File: config.mk
export PLATFORM = sky130hd
export DESIGN_NAME = pcm_rx_slot
export DESIGN_NICKNAME = d
export VERILOG_FILES = /design/src/rtl/pcm_rx_pkg.sv /design/src/rtl/pcm_rx_edge.sv /design/src/rtl/pcm_rx_frame_ctr.sv /design/src/rtl/pcm_rx_slot_cap.sv /design/src/rtl/pcm_rx_slot.sv
export SDC_FILE = /design/constraint.sdc
export NUM_CORES = 1
export LEC_CHECK = 0
export BUFFER_PORTS_ARGS = -buffer_cell sky130_fd_sc_hd__buf_2
export CORE_MARGIN = 8
export CORE_UTILIZATION = 25
export DETAILED_ROUTE_END_ITERATION = 10
export PLACE_DENSITY_LB_ADDON = 0.05
export SLEW_MARGIN = 10
export SYNTH_ARGS = -nofsm -noshare
export SYNTH_HDL_FRONTEND = slang
export SYNTH_HIERARCHICAL = 1
export SYNTH_SLANG_ARGS = --single-unit
File: constraint.sdc
create_clock -name clk -period 8.3 [get_ports clk]
set_input_delay 1.66 -clock clk [delete_from_list [all_inputs] [get_ports clk]]
set_output_delay 1.66 -clock clk [all_outputs]
set_load 0.05 [all_outputs]
File: src/rtl/pcm_rx_pkg.sv
package pcm_rx_pkg;
  typedef enum logic {
    MODE_COMPRESSED = 1'b0,
    MODE_LINEAR     = 1'b1
  } pcm_mode_e;

  localparam int LANE_CLK = 0;
  localparam int LANE_FS  = 1;
  localparam int LANE_A   = 2;
  localparam int LANE_B   = 3;
  localparam int LANES    = 4;
endpackage

File: src/rtl/pcm_rx_edge.sv
module pcm_rx_edge #(
  parameter int SYNC_STAGES = 2,
  parameter int LANES       = 4,
  parameter int CLK_LANE    = 0
) (
  input  logic             clk,
  input  logic             rst,
  input  logic [LANES-1:0] raw,
  output logic [LANES-1:0] smp,
  output logic             fall_stb
);
  logic [LANES-1:0] stg [SYNC_STAGES];
  logic             clk_prev;

  always_ff @(posedge clk) begin
    if (rst) begin
      for (int i = 0; i < SYNC_STAGES; i++) stg[i] <= '0;
      clk_prev <= 1'b0;
    end else begin
      stg[0] <= raw;
      for (int i = 1; i < SYNC_STAGES; i++) stg[i] <= stg[i-1];
      clk_prev <= stg[SYNC_STAGES-1][CLK_LANE];
    end
  end

  assign smp      = stg[SYNC_STAGES-1];
  assign fall_stb = clk_prev & ~stg[SYNC_STAGES-1][CLK_LANE];
endmodule

File: src/rtl/pcm_rx_frame_ctr.sv
module pcm_rx_frame_ctr #(
  parameter int POS_W  = 11,
  parameter int SLOT_W = 7,
  parameter int SKEW_W = 3
) (
  input  logic              clk,
  input  logic              rst,
  input  logic              bit_stb,
  input  logic              fs_bit,
  input  logic              din_a,
  input  logic              din_b,
  input  logic [SLOT_W-1:0] cfg_slot,
  input  logic [SKEW_W-1:0] cfg_skew,
  input  logic              cfg_linear,
  input  logic              cfg_port_b,
  output logic              adv_q,
  output logic              bit_q,
  output logic [POS_W-1:0]  pos_q,
  output logic [SLOT_W-1:0] slot_q,
  output logic [SKEW_W-1:0] skew_q,
  output pcm_rx_pkg::pcm_mode_e mode_q
);
  import pcm_rx_pkg::*;

  localparam logic [POS_W-1:0] POS_PARK = '1;

  logic port_b_q;

  always_ff @(posedge clk) begin
    if (rst) begin
      adv_q    <= 1'b0;
      bit_q    <= 1'b0;
      pos_q    <= POS_PARK;
      slot_q   <= '0;
      skew_q   <= '0;
      mode_q   <= MODE_COMPRESSED;
      port_b_q <= 1'b0;
    end else begin
      adv_q <= bit_stb;
      if (bit_stb) begin
        if (fs_bit) begin
          pos_q    <= '0;
          slot_q   <= cfg_slot;
          skew_q   <= cfg_skew;
          mode_q   <= cfg_linear ? MODE_LINEAR : MODE_COMPRESSED;
          port_b_q <= cfg_port_b;
          bit_q    <= cfg_port_b ? din_b : din_a;
        end else begin
          if (pos_q != POS_PARK) pos_q <= pos_q + POS_W'(1);
          bit_q <= port_b_q ? din_b : din_a;
        end
      end
    end
  end
endmodule

File: src/rtl/pcm_rx_slot_cap.sv
module pcm_rx_slot_cap #(
  parameter int POS_W     = 11,
  parameter int SLOT_W    = 7,
  parameter int SKEW_W    = 3,
  parameter int SLOT_BITS = 8
) (
  input  logic                   clk,
  input  logic                   rst,
  input  logic                   adv,
  input  logic                   bit_in,
  input  logic [POS_W-1:0]       pos,
  input  logic [SLOT_W-1:0]      slot,
  input  logic [SKEW_W-1:0]      skew,
  input  pcm_rx_pkg::pcm_mode_e  mode,
  output logic [2*SLOT_BITS-1:0] word_q,
  output logic                   valid_q,
  output logic                   linear_q
);
  import pcm_rx_pkg::*;

  localparam int WORD_W = 2 * SLOT_BITS;

  logic [POS_W-1:0]  win_start;
  logic [POS_W-1:0]  win_len;
  logic [POS_W-1:0]  win_last;
  logic              in_win;
  logic [WORD_W-1:0] shreg;

  always_comb begin
    win_start = POS_W'(slot) * POS_W'(SLOT_BITS) + POS_W'(skew);
    win_len   = (mode == MODE_LINEAR) ? POS_W'(WORD_W) : POS_W'(SLOT_BITS);
    win_last  = win_start + win_len - POS_W'(1);
    in_win    = (pos >= win_start) && (pos <= win_last);
  end

  always_ff @(posedge clk) begin
    if (rst) begin
      shreg    <= '0;
      word_q   <= '0;
      valid_q  <= 1'b0;
      linear_q <= 1'b0;
    end else begin
      valid_q <= 1'b0;
      if (adv && in_win) begin
        if (pos == win_start) shreg <= {{(WORD_W-1){1'b0}}, bit_in};
        else                  shreg <= {shreg[WORD_W-2:0], bit_in};
        if (pos == win_last) begin
          valid_q  <= 1'b1;
          linear_q <= (mode == MODE_LINEAR);
          if (mode == MODE_LINEAR) word_q <= {shreg[WORD_W-2:0], bit_in};
          else word_q <= {{SLOT_BITS{1'b0}}, shreg[SLOT_BITS-2:0], bit_in};
        end
      end
    end
  end
endmodule

File: src/rtl/pcm_rx_slot.sv
module pcm_rx_slot #(
  parameter int SLOT_W      = 7,
  parameter int SKEW_W      = 3,
  parameter int SLOT_BITS   = 8,
  parameter int SYNC_STAGES = 2
) (
  input  logic                   clk,
  input  logic                   rst,
  input  logic                   pcm_clk,
  input  logic                   pcm_fs,
  input  logic                   pcm_din_a,
  input  logic                   pcm_din_b,
  input  logic [SLOT_W-1:0]      cfg_slot,
  input  logic [SKEW_W-1:0]      cfg_skew,
  input  logic                   cfg_linear,
  input  logic                   cfg_port_b,
  output logic [2*SLOT_BITS-1:0] rx_data,
  output logic                   rx_valid,
  output logic                   rx_linear
);
  import pcm_rx_pkg::*;

  localparam int WORD_W = 2 * SLOT_BITS;
  localparam int POS_W  = SLOT_W + $clog2(SLOT_BITS) + 1;

  logic [LANES-1:0] raw_lanes;
  logic [LANES-1:0] smp_lanes;
  logic             fall_stb;
  logic             adv;
  logic             bit_d;
  logic [POS_W-1:0] pos;
  logic [SLOT_W-1:0] slot_l;
  logic [SKEW_W-1:0] skew_l;
  pcm_mode_e        mode_l;

  always_comb begin
    raw_lanes           = '0;
    raw_lanes[LANE_CLK] = pcm_clk;
    raw_lanes[LANE_FS]  = pcm_fs;
    raw_lanes[LANE_A]   = pcm_din_a;
    raw_lanes[LANE_B]   = pcm_din_b;
  end

  pcm_rx_edge #(
    .SYNC_STAGES(SYNC_STAGES), .LANES(LANES), .CLK_LANE(LANE_CLK)
  ) u_edge (
    .clk(clk), .rst(rst), .raw(raw_lanes), .smp(smp_lanes), .fall_stb(fall_stb)
  );

  pcm_rx_frame_ctr #(
    .POS_W(POS_W), .SLOT_W(SLOT_W), .SKEW_W(SKEW_W)
  ) u_ctr (
    .clk(clk), .rst(rst), .bit_stb(fall_stb),
    .fs_bit(smp_lanes[LANE_FS]), .din_a(smp_lanes[LANE_A]), .din_b(smp_lanes[LANE_B]),
    .cfg_slot(cfg_slot), .cfg_skew(cfg_skew), .cfg_linear(cfg_linear),
    .cfg_port_b(cfg_port_b),
    .adv_q(adv), .bit_q(bit_d), .pos_q(pos), .slot_q(slot_l), .skew_q(skew_l),
    .mode_q(mode_l)
  );

  pcm_rx_slot_cap #(
    .POS_W(POS_W), .SLOT_W(SLOT_W), .SKEW_W(SKEW_W), .SLOT_BITS(SLOT_BITS)
  ) u_cap (
    .clk(clk), .rst(rst), .adv(adv), .bit_in(bit_d), .pos(pos),
    .slot(slot_l), .skew(skew_l), .mode(mode_l),
    .word_q(rx_data), .valid_q(rx_valid), .linear_q(rx_linear)
  );
endmodule

==> Word level (Yosys, flattened, before mapping) <==
Memories as Yosys holds them, arrays and structs flattened.
Cells that the tools add are included.
Widths: inputs -> output; s select.
{ "word_totals": {"reg_bits": 59, "mem_bits_rw": 8, "n_memories": 1} }
{ "mem_list": {"columns": ["name", "words", "width", "rd", "rd_clocked_by_memory_dff", "wr", "line", "rtl"], "rows": [
  ["u_edge.stg", 2, 4, 2, 0, 2, "pcm_rx_edge.sv:12", "logic [LANES-1:0] stg [SYNC_STAGES];"]
]} }
{ "op_classes": {"addsub": 4, "magnitude_cmp": 2, "n_eq_ne": 3, "mux": 15, "n_bitwise": 5, "reduce_logical": 7} }
{ "ops": {"columns": ["cell", "count"], "rows": [
  ["$eq 11x11->1", 2],
  ["$mux 11", 2],
  ["$mux 16", 1],
  ["$mux 15", 1],
  ["$add 10x3->11", 1],
  ["$add 11x1->11 const B", 1],
  ["$add 11x11->11", 1],
  ["$ge 11x11->1", 1],
  ["$le 11x11->1", 1],
  ["$ne 11x11->1 const B", 1],
  ["$sub 11x1->11 const B", 1],
  ["$mux 1", 8],
  ["$mux 4", 2],
  ["$reduce_and 2->1", 3],
  ["$mux 5", 1],
  ["$logic_and 1x1->1", 2],
  ["$not 1->1", 2],
  ["$or 1x1->1", 2],
  ["$reduce_bool 2->1", 1],
  ["$reduce_or 2->1", 1],
  ["$and 1x1->1", 1]
]} }

==> Logic depth before layout (Yosys ltp) <==
{ "depth": {"word_depth": 8, "ltp_mapped": 16, "depth_no_buf": 15} }

==> Hierarchy <==
Netlist, hierarchy kept.
{ "by_module_without_submodules": {"columns": ["module", "n_inst", "cells_per_inst", "area_each_um2", "seq_area_each_um2"], "rows": [
  ["pcm_rx_slot_cap", 1, 248, 2326.0, 660.6],
  ["pcm_rx_frame_ctr", 1, 127, 1082.3, 500.5],
  ["pcm_rx_edge", 1, 23, 272.8, 180.2]
]} }

==> Worst setup path after synthesis <==
No wires, ideal clock.
{ "synth_timing": {"kind": "flip-flop to flip-flop", "from": "reg u_ctr.mode_q", "to": "reg u_cap.shreg[0]", "setup_ps": 72, "arrival_time_ps": 3520, "path_slack_ps": 4708, "path_stages_with_launch": 17, "n_path_buf": 2, "period_less_slack_ps": 3592, "path_cell_list": "dfxtp_1 -> clkbuf_1 -> inv_1 -> ha_1 -> inv_1 -> ha_1 -> nand2_1 -> o21ai_0 -> nor2_1 -> xor2_1 -> ha_1 -> and4_4 -> a21boi_1 -> o311a_1 -> nor4_4 -> buf_6 -> mux2i_1"} }
{ "synth_between": {"elab_chain_cells": 6} }
{ "synth_rtl": {"columns": ["item", "line", "rtl"], "rows": [
  ["start: declaration", "pcm_rx_frame_ctr.sv:21", "output pcm_rx_pkg::pcm_mode_e mode_q"],
  ["start signal: assignment", "pcm_rx_frame_ctr.sv:45", "mode_q <= cfg_linear ? MODE_LINEAR : MODE_COMPRESSED;"],
  ["$mux 5", "pcm_rx_slot_cap.sv:31", "win_len = (mode == MODE_LINEAR) ? POS_W'(WORD_W) : POS_W'(SLOT_BITS);"],
  ["$add 11x11->11", "pcm_rx_slot_cap.sv:32", "win_last = win_start + win_len - POS_W'(1);"],
  ["$sub 11x1->11", "pcm_rx_slot_cap.sv:32", null],
  ["$le 11x11->1", "pcm_rx_slot_cap.sv:33", "in_win = (pos >= win_start) && (pos <= win_last);"],
  ["$logic_and 1x1->1", "pcm_rx_slot_cap.sv:33", null],
  ["$logic_and 1x1->1", "pcm_rx_slot_cap.sv:44", "if (adv && in_win) begin"],
  ["end signal: assignment", "pcm_rx_slot_cap.sv:45", "if (pos == win_start) shreg <= {{(WORD_W-1){1'b0}}, bit_in};"],
  ["end signal: assignment", "pcm_rx_slot_cap.sv:46", "else shreg <= {shreg[WORD_W-2:0], bit_in};"],
  ["end: declaration", "pcm_rx_slot_cap.sv:27", "logic [WORD_W-1:0] shreg;"]
]} }
No other way between the ends.
A chain may end at the register's enable or synchronous reset.

==> Final worst setup path <==
{ "layout_timing": {"from": "reg u_ctr.mode_q", "to": "reg u_cap.shreg[13]"} }
Same word-level chain as after synthesis.

==> flow_summary.toml <==
[run_status]
run_status = "finished, final reports clean"

[layout]
post_route_cells_drive_above_1_share_pct = 15.01
multi_input_area_sq_um = 2140
layout.cells.non_filler = 617
final.fill_count = 1585
regArea_sq_um = 1341
fin_nets = 480
n_antenna_cell = 0
area_delta_synth_final_pct = 17.17

[power_and_ir_drop]
power_density_nw_per_um2 = 175.9
max-vdd-ir-drop_mv = 0.07843
finalPower_w = 0.0007572
static-leakage-power_nw = 1.799

[timing]
worst-slew-pin-transition_ns = 0.8245
final-setup-viol-count = 0
finalCritPeriodShare_pct = 45.66
hold_viol = 0
worst_slew_margin_rel_pct = 44.92
layout_min_cycle_time_ns = 3.790
maxClockFrequency_ghz = 0.2639
fin_worst_skew_ns = 0.006526
smallest_hold_slack_ns = 0.4336
grt_setup_unrepaired = "no"
fin_setup_tns_ns = 0
final_max_slew_viol_count = 0
setup_ws_ns = 4.510

[floorplan]
fp.dieArea_sq_um = 18830
die_height_um = 137.2
placeableCoreArea_sq_um = 14420
rows = 44
floorplan.die.width_um = 137.2
initial_util_pct = 25.47
num_io_pins = 36

[global_routing]
grt_use_total_pct = 10.27
pin_count_of_the_biggest_net_entering_global_routing = 76
grt.overflow.total = 0
grt_first_pass_wirelength_mm = 14.79
grt_antenna_before_repair = 0
grt_pass1_vias = 2755

[worst_hold_path]
min_path_type = "register to register"

[clocking]
clock_tree.root_cell = "clkbuf_16"
clk_path_buf_depth = 2
cts_repair_resize_count = 0
holdBufCountCts = 0
cts_setup_buffers = 0
clock_latency_ns = 0.34
tritoncts = "done"
clkSlewWorstSetupHoldPaths_ns = 0.06
cts-buffers-inserted = 9
cts_h_tree_depth = 3
clock_sink_count = 67

[place]
place_worst_setup_slack_ns = 4.488
gp_routability_congestion = 0.7578
place.port_buffers = 35
dpl.hpwl_mm = 6.389
placed_cells_incl_taps = 601

[setup_path]
timing.critical_path.required_ns = 8.56
arrival_ns = 4.05
crit_path_frequent_cell = "ha_1"
worst_setup_path_end_kind = "register"
worst_path_largest_cell_delay_ns = 0.60
worst-path-max-fanout = 15
critical-path-slowest-cell = "dfxtp_1"
critPathKind = "register to register"
crit_path_start_kind = "register"
timing.critical_path.cells = "ha_1 -> inv_1 -> ha_1 -> a21oi_1 -> o21ai_0 -> nor2_1 -> xor2_1 -> ha_1 -> and4_4 -> a21boi_1 -> o311a_1 -> nor4_4 -> buf_4 -> mux2i_1"

[routing]
detail_route.vias_per_cell = 4.506
dr.pass1.iters = 4
routed_wire_length_per_instance_um = 14.59
first_iter_violations = 182
antenna_violating_nets_post_route = 0
total_number_of_vias = 2780
postRouteWirelength_mm = 9.005
remaining_drc_errors = 0

[yosys]
syn_area_per_cell_sq_um = 9.253
synth_fp_nets = 449
synth.yosys.warnings = 6
synth_area_sq_um = 3674
netlist_instances = 397

[run]
maxCapViolCount = 0
==> path summary, 6_finish.rpt <==
check	from	endpoint	slack [ns]	cells after the start
min reg2reg	u_edge/stg[0][1]	u_edge/stg[0][5]	0.43	1
max reg2reg	u_ctr/mode_q	u_cap/shreg[13]	4.51	14
min	u_edge/stg[0][1]	u_edge/stg[0][5]	0.43	1
max	u_ctr/mode_q	u_cap/shreg[13]	4.51	14
==> registers in the layout, summed over array words and instances, names as in the netlist, 3 cells and up <==
signal / count
u_ctr/slot_q: 7
u_cap/shreg: 15
u_ctr/skew_q: 3
u_cap/word_q: 16
u_edge/stg: 8
u_ctr/pos_q: 11
==> power by group <==
group	switching [W]	internal [W]
clock network	0.000144	0.000248
logic	0.0000195	0.0000169
registers	0.00000395	0.000325
==> cell type report <==
type	instances	share of cell area (%)
multi-input cells	288	49.71
flip-flops and latches	67	31.16
clock buffers	12	5.959
well taps	184	5.349
repair buffers	38	4.593
inverters	24	2.093
clock inverters	4	1.134
==> cell usage in the layout, fill, tap and decap left out, types with 9 or more instances in the layout <==
master	n
a21oi_1	25
buf_2	35
clkbuf_16	9
dfxtp_1	67
ha_1	33
inv_1	24
mux2i_1	34
nand2_1	42
nand2b_1	40
nand3b_1	10
nor2_1	12
nor2b_1	11
==> per-stage QoR <==
step / area (sq um) / util, %
floorplan: 3674 / -
global placement: 3999 / 27.72
detailed placement: 3999 / 27.72
CTS: 4304 / 29.84
global route: 4304 / 29.84
finish: 4304 / 29.84
==> critical path: cells and delay by family, from the launching register on <==
family                     cells  cell delay (ns)
AOI/OAI and AO/OA              4             0.91
xor gates and xnor gates       1             0.18
adders and majority gates      3             0.83
buffers and inverters          2             0.37
DFF                            1             0.60
muxes                          1             0.24
and+or+nand+nor                3             0.57
==> layer usage <==
layer	routed length (um)	track usage, %	share of wire [%]
met5	0	0	0
met4	161	4.888	1.8
met3	299	2.808	3.3
met2	3969	14.83	44
met1	4574	13.81	51
No activity file was read; power rests on OpenSTA's default activity.
